File: src/rtl/awd_pkg.sv
package awd_pkg;

  // Group tag of a conversion result
  typedef enum logic {
    GRP_REGULAR  = 1'b0,
    GRP_INJECTED = 1'b1
  } awd_grp_e;

  // Mode bits held by the configuration bank
  typedef struct packed {
    logic reg_en;
    logic inj_en;
    logic single;
    logic irq_en;
  } awd_mode_t;

endpackage

File: src/rtl/awd_cfg_bank.sv
module awd_cfg_bank
  import awd_pkg::*;
#(
  parameter int DATA_W   = 12,
  parameter int CFG_W    = 16,
  parameter int CHAN_W   = 5,
  parameter int MAX_CHAN = 17
) (
  input  logic              clk,
  input  logic              rst,
  input  logic              wr,
  input  logic              reg_en,
  input  logic              inj_en,
  input  logic              single,
  input  logic              irq_en,
  input  logic [CHAN_W-1:0] chan,
  input  logic [CFG_W-1:0]  hi,
  input  logic [CFG_W-1:0]  lo,
  output awd_mode_t         mode_q,
  output logic [CHAN_W-1:0] chan_q,
  output logic [DATA_W-1:0] hi_q,
  output logic [DATA_W-1:0] lo_q
);

  localparam logic [CHAN_W-1:0] CHAN_LIMIT = CHAN_W'(MAX_CHAN);

  logic [CHAN_W-1:0] chan_legal;

  // Out-of-range channel numbers collapse to channel zero
  assign chan_legal = (chan > CHAN_LIMIT) ? '0 : chan;

  always_ff @(posedge clk) begin
    if (rst) begin
      mode_q <= '0;
      chan_q <= '0;
      hi_q   <= '0;
      lo_q   <= '0;
    end else if (wr) begin
      mode_q <= '{reg_en: reg_en, inj_en: inj_en, single: single, irq_en: irq_en};
      chan_q <= chan_legal;
      hi_q   <= hi[DATA_W-1:0];
      lo_q   <= lo[DATA_W-1:0];
    end
  end

endmodule

File: src/rtl/awd_window_cmp.sv
module awd_window_cmp
  import awd_pkg::*;
#(
  parameter int DATA_W = 12,
  parameter int CHAN_W = 5
) (
  input  logic              vld,
  input  logic [DATA_W-1:0] data,
  input  logic [CHAN_W-1:0] chan,
  input  awd_grp_e          grp,
  input  awd_mode_t         mode,
  input  logic [CHAN_W-1:0] chan_sel,
  input  logic [DATA_W-1:0] hi,
  input  logic [DATA_W-1:0] lo,
  output logic              excursion
);

  logic grp_ok;
  logic chan_ok;
  logic outside;

  always_comb begin
    unique case (grp)
      GRP_INJECTED: grp_ok = mode.inj_en;
      default:      grp_ok = mode.reg_en;
    endcase
    chan_ok   = !mode.single || (chan == chan_sel);
    outside   = (data > hi) || (data < lo);
    excursion = vld && grp_ok && chan_ok && outside;
  end

endmodule

File: src/rtl/awd_flag_unit.sv
module awd_flag_unit (
  input  logic clk,
  input  logic rst,
  input  logic excursion,
  input  logic clr,
  input  logic irq_en_next,
  output logic flag_q,
  output logic irq_q
);

  logic flag_d;

  // A new excursion outranks a clear in the same cycle
  assign flag_d = excursion ? 1'b1 : (clr ? 1'b0 : flag_q);

  always_ff @(posedge clk) begin
    if (rst) begin
      flag_q <= 1'b0;
      irq_q  <= 1'b0;
    end else begin
      flag_q <= flag_d;
      irq_q  <= flag_d & irq_en_next;
    end
  end

endmodule

File: src/rtl/awd_window_monitor.sv
module awd_window_monitor
  import awd_pkg::*;
#(
  parameter int DATA_W   = 12,
  parameter int CFG_W    = 16,
  parameter int CHAN_W   = 5,
  parameter int MAX_CHAN = 17
) (
  input  logic              clk,
  input  logic              rst,
  input  logic              cfg_wr,
  input  logic              cfg_reg_en,
  input  logic              cfg_inj_en,
  input  logic              cfg_single,
  input  logic [CHAN_W-1:0] cfg_chan,
  input  logic [CFG_W-1:0]  cfg_hi,
  input  logic [CFG_W-1:0]  cfg_lo,
  input  logic              cfg_irq_en,
  input  logic              flag_clr,
  input  logic              res_vld,
  input  logic [DATA_W-1:0] res_data,
  input  logic [CHAN_W-1:0] res_chan,
  input  logic              res_inj,
  output logic              awd_flag,
  output logic              awd_irq
);

  awd_mode_t         mode_q;
  logic [CHAN_W-1:0] chan_q;
  logic [DATA_W-1:0] hi_q;
  logic [DATA_W-1:0] lo_q;
  logic              excursion;
  logic              irq_en_next;
  awd_grp_e          grp;

  assign grp         = res_inj ? GRP_INJECTED : GRP_REGULAR;
  assign irq_en_next = cfg_wr ? cfg_irq_en : mode_q.irq_en;

  awd_cfg_bank #(
    .DATA_W(DATA_W), .CFG_W(CFG_W), .CHAN_W(CHAN_W), .MAX_CHAN(MAX_CHAN)
  ) u_cfg (
    .clk(clk), .rst(rst), .wr(cfg_wr),
    .reg_en(cfg_reg_en), .inj_en(cfg_inj_en), .single(cfg_single),
    .irq_en(cfg_irq_en), .chan(cfg_chan), .hi(cfg_hi), .lo(cfg_lo),
    .mode_q(mode_q), .chan_q(chan_q), .hi_q(hi_q), .lo_q(lo_q)
  );

  awd_window_cmp #(
    .DATA_W(DATA_W), .CHAN_W(CHAN_W)
  ) u_cmp (
    .vld(res_vld), .data(res_data), .chan(res_chan), .grp(grp),
    .mode(mode_q), .chan_sel(chan_q), .hi(hi_q), .lo(lo_q),
    .excursion(excursion)
  );

  awd_flag_unit u_flag (
    .clk(clk), .rst(rst), .excursion(excursion), .clr(flag_clr),
    .irq_en_next(irq_en_next), .flag_q(awd_flag), .irq_q(awd_irq)
  );

endmodule

File: config.mk
export PLATFORM = sky130hd
export DESIGN_NAME = awd_window_monitor
export DESIGN_NICKNAME = d
export VERILOG_FILES = /design/src/rtl/awd_pkg.sv /design/src/rtl/awd_cfg_bank.sv /design/src/rtl/awd_window_cmp.sv /design/src/rtl/awd_flag_unit.sv /design/src/rtl/awd_window_monitor.sv
export SDC_FILE = /design/constraint.sdc
export NUM_CORES = 1
export LEC_CHECK = 0
export ABC_CLOCK_PERIOD_IN_PS = 1800
export BUFFER_PORTS_ARGS = -buffer_cell sky130_fd_sc_hd__buf_2
export CORE_ASPECT_RATIO = 0.5
export CORE_MARGIN = 2
export CORE_UTILIZATION = 43
export DETAILED_ROUTE_END_ITERATION = 6
export PLACE_DENSITY = 0.7
export SLEW_MARGIN = 20
export SYNTH_ARGS = -nofsm -noshare
export SYNTH_HDL_FRONTEND = slang
export SYNTH_SLANG_ARGS = --single-unit
File: constraint.sdc
create_clock -name clk -period 1.8 [get_ports clk]
set_input_delay 0.09 -clock clk [delete_from_list [all_inputs] [get_ports clk]]
set_output_delay 0.09 -clock clk [all_outputs]
set_load 0.02 [all_outputs]
* Word-level counts from Yosys, hierarchy flattened
Index checks and enable logic that the tools add are counted.
** Storage, ports and cells
- Register bits after elaboration :: 35
- Bits in latches :: 0
- RAM bits :: 0
- Memory bits (read-only) :: 0
- Input port bits :: 64
- Output and inout bits :: 2
- Memories :: 0
** Operators by class
- Add/subtract/negate cells :: 0
- Multiply operators :: 0
- Div/mod/pow operators :: 0
- Magnitude comparators :: 3
- Eq/ne operators :: 1
- Shift-type cells :: 0
- Mux-type cells :: 6
- Bitwise operators :: 1
- Reduce and logical (&&, ||, !) cells :: 6
** Operator list (count)
- greater-than comparator 12 bit :: 1
- less-than comparator 12 bit :: 1
- equality test 5 bit :: 1
- greater-than comparator 5 bit (second input constant) :: 1
- two-way mux 1 bit :: 5
- two-way mux 5 bit :: 1
- logical AND 1 bit :: 3
- logical OR 1 bit :: 2
- AND 1 bit :: 1
- zero test 1 bit :: 1

* Logic depth before layout (Yosys ltp)
- Word-level depth :: 7
- Depth in mapped cells :: 7
- Mapped depth without buffers :: 7

* Hierarchy
A second synthesis with hierarchy kept.
** Unflattened totals
- Cells, all modules :: 211
- Area, all modules :: 2034.5 um^2
** By module, submodules not included
- awd_cfg_bank :: instances 1, cells each 113, area each 1280.0 um^2, seq. area each 660.6 um^2
- awd_window_cmp :: instances 1, cells each 90, area each 665.6 um^2, seq. area each 0.0 um^2
- awd_flag_unit :: instances 1, cells each 7, area each 73.8 um^2, seq. area each 40.0 um^2
- awd_window_monitor :: instances 1, cells each 1, area each 15.0 um^2, seq. area each 0.0 um^2

* Worst setup path before layout
OpenSTA, ideal clock, no wires.
- Path type :: register to register
- Start point :: register u_cfg.lo_q[2]
- End point :: register u_flag.flag_q
- Arrival time :: 1.445 ns
- Setup slack :: 0.217 ns
- Cell stages (with the launch flop) :: 8
- Period minus slack after synthesis :: 1.583 ns
- Cell sequence :: dfxtp_1 -> inv_1 -> ha_1 -> a211o_1 -> a31oi_1 -> or3_1 -> a221oi_2 -> a21oi_1
** Between the ends
- Word-level cells in the longest chain between the ends :: 4
** Ends and longest elaborated chain
- start, declared :: line awd_cfg_bank.sv:22 : output logic [DATA_W-1:0] lo_q
- start signal, assigned :: line awd_cfg_bank.sv:42 : lo_q <= lo[DATA_W-1:0];
- less-than comparator 12 bit :: line awd_window_cmp.sv:28 : outside = (data > hi) || (data < lo);
- logical OR 1 bit :: line awd_window_cmp.sv:28
- logical AND 1 bit :: line awd_window_cmp.sv:29 : excursion = vld && grp_ok && chan_ok && outside;
- two-way mux 1 bit :: line awd_flag_unit.sv:14 : assign flag_d = excursion ? 1'b1 : (clr ? 1'b0 : flag_q);
- end signal, assigned :: line awd_flag_unit.sv:21 : flag_q <= flag_d;
- end, declared :: line awd_flag_unit.sv:7 : output logic flag_q,
No other way between the ends.
A chain may end at the register's enable or synchronous reset.

* Worst setup path after layout
- Start point :: register u_cfg.hi_q[7]
- End point :: register u_flag.flag_q
** Between the ends
- Word-level cells in the longest chain between the ends :: 4
** Ends and longest elaborated chain
- start, declared :: line awd_cfg_bank.sv:21 : output logic [DATA_W-1:0] hi_q,
- start signal, assigned :: line awd_cfg_bank.sv:41 : hi_q <= hi[DATA_W-1:0];
- greater-than comparator 12 bit :: line awd_window_cmp.sv:28
- logical OR 1 bit :: line awd_window_cmp.sv:28
- logical AND 1 bit :: line awd_window_cmp.sv:29
- two-way mux 1 bit :: line awd_flag_unit.sv:14
No other way between the ends.

==> summary.md <==
| Metric | Value |
|---|---|
| Number of cells produced by synthesis | `209` |
| Number of inserted diodes | `0` |
| Total wire length after detailed routing | `~4.2 mm` |
| Max Fanout on Critical Path | `3` |
| Cell leakage power | `about 0.0012 uW` |
| Worst Hold Slack | `6.223 ps` |
| Largest net degree at the start of global routing | `24` |
| Worst hold path class | `input pin to register` |
| Critical path data arrival time | `roughly 1900 ps` |
| Clock-pin slew reported for the worst setup and hold paths after clock tree synthesis | `80 ps` |
| Worst Min Path Start | `cfg_chan[4]` |
| Final setup fails | `0` |
| Final HPWL DP | `between 3 and 4 mm` |
| Worst Max-Slew Pin Slew | `395.9 ps` |
| Netlist Area Pre-Place | `0.001907 mm^2` |
| Via density | `roughly 4.9` |
| DRT Pass-1 Iters | `4` |
| Total core area | `roughly 0.0043 mm^2` |
| RSZ-0062 raised after global routing | `no` |
| DRT iter0 DRCs | `30` |
| Final-layout setup total negative slack | `0 ps` |
| Number of warnings reported in the yosys synthesis log | `0` |
| Initial standard-cell utilization of the core | `43.94%` |
| Slew Viols, Final | `0` |
| Width of the die | `98.18 um` |
| Clock Sink Count | `35` |
| Mapped Nets | `296` |
| Average size of a mapped cell | `approximately 9.1 um^2` |
| Max rail drop VDD | `0.3322 mV` |
| Run status | `finished, final reports clean` |
| Count of nets left with antenna violations after detail routing | `0` |
| Vias in the first global route | `1590` |
| Final hold violation count | `0` |
| Synth unique cells | `30` |
| Detailed-route DRC error count | `0` |
| Clock Skews | `approximately 5.7 ps` |
| Via count | `1594` |
| Worst Setup Start Kind | `register` |
| Synthesis-to-finish area growth | `26.97%` |
| Worst reg-to-reg path cell count | `7` |
| Cts bufs inserted | `5` |
| Routed length per instance | `12.89 um` |
| Wire length of the first global-routing pass | `6.679 mm` |
| Largest area contributor in the netlist | `sky130_fd_sc_hd__dfxtp_1` |
| Required time of the critical path | `between 1500 and 2000 ps` |
| Die Y-Extent | `51.09 um` |
| Clock tree from TritonCTS | `done` |
| Power density over the cells | `about 850 mW/mm^2` |
| Reg-to-reg setup timing slack | `between 60 and 70 ps` |
| Achievable clock frequency | `576.4 MHz` |
| Sequential share of the synthesized area | `a little under two fifths` |
| Overall track demand over capacity in global routing | `between 15 and 20%` |
| Maximum number of buffers from clock root to sink | `2` |
| Crit Reg-Reg Startpoint | `u_cfg.hi_q[7]$_SDFFE_PP0P_` |
| Most common cell after layout, fill and taps aside | `sky130_fd_sc_hd__buf_2` |
| Max-slew headroom at the worst pin | `73.61%` |
| Global route total overflow | `0` |
| Commonest non-fill, non-tap cells in the layout | `sky130_fd_sc_hd__buf_2, sky130_fd_sc_hd__dfxtp_1, sky130_fd_sc_hd__nor2_1, sky130_fd_sc_hd__mux2i_1, sky130_fd_sc_hd__inv_1` |
| Post-synth top area share | `36.75%` |
| Count of H-tree levels built during CTS | `2` |
| Minimum period implied by the final worst setup slack | `~1700 ps` |
| Net count, final | `355` |
| Final cell area excluding filler cells | `0.002421 mm^2` |
| Area post-placement | `0.002261 mm^2` |
| Number of rows created at floorplan | `17` |
| Layout cell share with drive strength beyond 1 | `27.14%` |
| Synth top area cells | `sky130_fd_sc_hd__dfxtp_1, sky130_fd_sc_hd__mux2i_1, sky130_fd_sc_hd__ha_1` |
| Crit. Startpoint | `u_cfg.hi_q[7]$_SDFFE_PP0P_` |
| Final clock period utilization by the worst path | `a little over nine tenths` |
| Worst hold path cell count | `2` |
| Max_cap viols | `0` |
| Antenna violations before repair | `0` |
| Type of destination of the critical path | `register` |
| Root Driver | `sky130_fd_sc_hd__clkbuf_8` |
| Final RePlAce weighted congestion | `0.8346` |
| Later-pin clock latency in the skew report | `290 ps` |
| Worst setup path class | `register to register` |
| Register bit total from synthesis | `35` |
| Die ar. | `between 0.005 and 0.006 mm^2` |
| Number of buffers added on ports | `57` |
| I/O pin count | `66` |
==> cell type report <==
| cell class | count | area [um^2] |
|---|---|---|
| multi-input cells | 141 | 1099 |
| clock buffers | 5 | 68.82 |
| clock inverters | 3 | 67.56 |
| fillers | 423 | 1918 |
| flip-flops and latches | 35 | 700.7 |
| inverters | 25 | 93.84 |
| well taps | 57 | 71.32 |
| repair buffers | 60 | 320.3 |
==> path summary, 6_finish.rpt <==
path,endpoint
setup / recovery,u_flag.flag_q$_SDFF_PP0_
hold / removal,u_cfg.chan_q[0]$_SDFFE_PP0P_
setup reg to reg,u_flag.flag_q$_SDFF_PP0_
hold reg to reg,u_cfg.hi_q[9]$_SDFFE_PP0P_
==> critical path, stage by stage, from the launching register on <==
cell and delay, ps:
sky130_fd_sc_hd__dfxtp_1 350, sky130_fd_sc_hd__inv_1 70, sky130_fd_sc_hd__ha_1 310, sky130_fd_sc_hd__a21oi_1 190, sky130_fd_sc_hd__o21ai_0 150, sky130_fd_sc_hd__o311ai_2 330
sky130_fd_sc_hd__buf_4 170, sky130_fd_sc_hd__a21oi_1 50
==> logic make-up after synthesis <==
family | after synthesis | synth area share (%)
muxes | 31 | 16.27
buffers and inverters | 33 | 6.889
adders and majority gates | 23 | 15.09
and+or+nand+nor | 54 | 12.80
DFF | 35 | 36.75
AOI/OAI and AO/OA | 28 | 9.908
xor gates and xnor gates | 5 | 2.296
==> flip-flops by register name, summed over array words and instances, names as in the netlist <==
register and count:
u_cfg.hi_q 12, u_cfg.lo_q 12, u_cfg.chan_q 5, u_cfg.mode_q 4, u_flag.flag_q 1, u_flag.irq_q 1
==> stage by stage <==
step           power, uW  setup WS, ps  utilization (%)  cells
2_1_floorplan       1066         217.3                -    209
3_3_place_gp        1180         15.13            52.11    318
3_5_place_dp        1198        -44.54            52.11    318
4_1_cts             2066         31.56            55.25    326
5_1_grt             2147         2.067            55.80    326
6_report            2049         65.08            55.80    326
==> repair_timing <==
item | CTS | global route
hold endpoints to repair | 0 | 0
endpoints found under the setup margin | 2 | 2
pin swaps | 0 | 0
resized for setup | 1 | 3
buffers inserted | 0 | 0
cloned | 0 | 0
hold buffers | 0 | 0
==> Yosys cell counts <==
master	n
sky130_fd_sc_hd__o31a_1	1
sky130_fd_sc_hd__a211o_1	1
sky130_fd_sc_hd__buf_4	1
sky130_fd_sc_hd__or3_1	2
sky130_fd_sc_hd__a21oi_1	14
sky130_fd_sc_hd__o311ai_0	1
sky130_fd_sc_hd__nor2b_1	5
sky130_fd_sc_hd__nand2_2	1
sky130_fd_sc_hd__nor2_1	32
sky130_fd_sc_hd__nand2_1	4
sky130_fd_sc_hd__dfxtp_1	35
sky130_fd_sc_hd__inv_1	25
sky130_fd_sc_hd__o21ai_0	2
sky130_fd_sc_hd__mux2i_1	31
sky130_fd_sc_hd__a31oi_1	1
sky130_fd_sc_hd__o21ai_1	1
sky130_fd_sc_hd__a221oi_2	1
sky130_fd_sc_hd__buf_2	3
sky130_fd_sc_hd__o211ai_1	2
sky130_fd_sc_hd__nor3_1	3
sky130_fd_sc_hd__nand4_1	3
sky130_fd_sc_hd__ha_1	23
sky130_fd_sc_hd__clkbuf_1	4
sky130_fd_sc_hd__a221o_1	1
sky130_fd_sc_hd__nand2b_1	3
sky130_fd_sc_hd__a2111oi_2	1
sky130_fd_sc_hd__a41oi_1	1
sky130_fd_sc_hd__xor2_1	5
sky130_fd_sc_hd__a211oi_1	1
sky130_fd_sc_hd__nor4_1	1
==> per-layer routing <==
metal | track usage, % | vias to the layer above | part of all wire, %
met5 | 0 | - | 0
met4 | 7.078 | 0 | 1.9
met3 | 4.788 | 10 | 3.8
met2 | 30.71 | 28 | 47
met1 | 19.87 | 726 | 47
li1 | - | 830 | -
==> report_power, final <==
group	internal [uW]	leakage, uW	switching, uW	total, uW
combinational	176	0.000821	179	355
clock	552	0.0000644	303	855
sequential	817	0.000288	21.7	839
No activity file was read; power rests on OpenSTA's default activity.
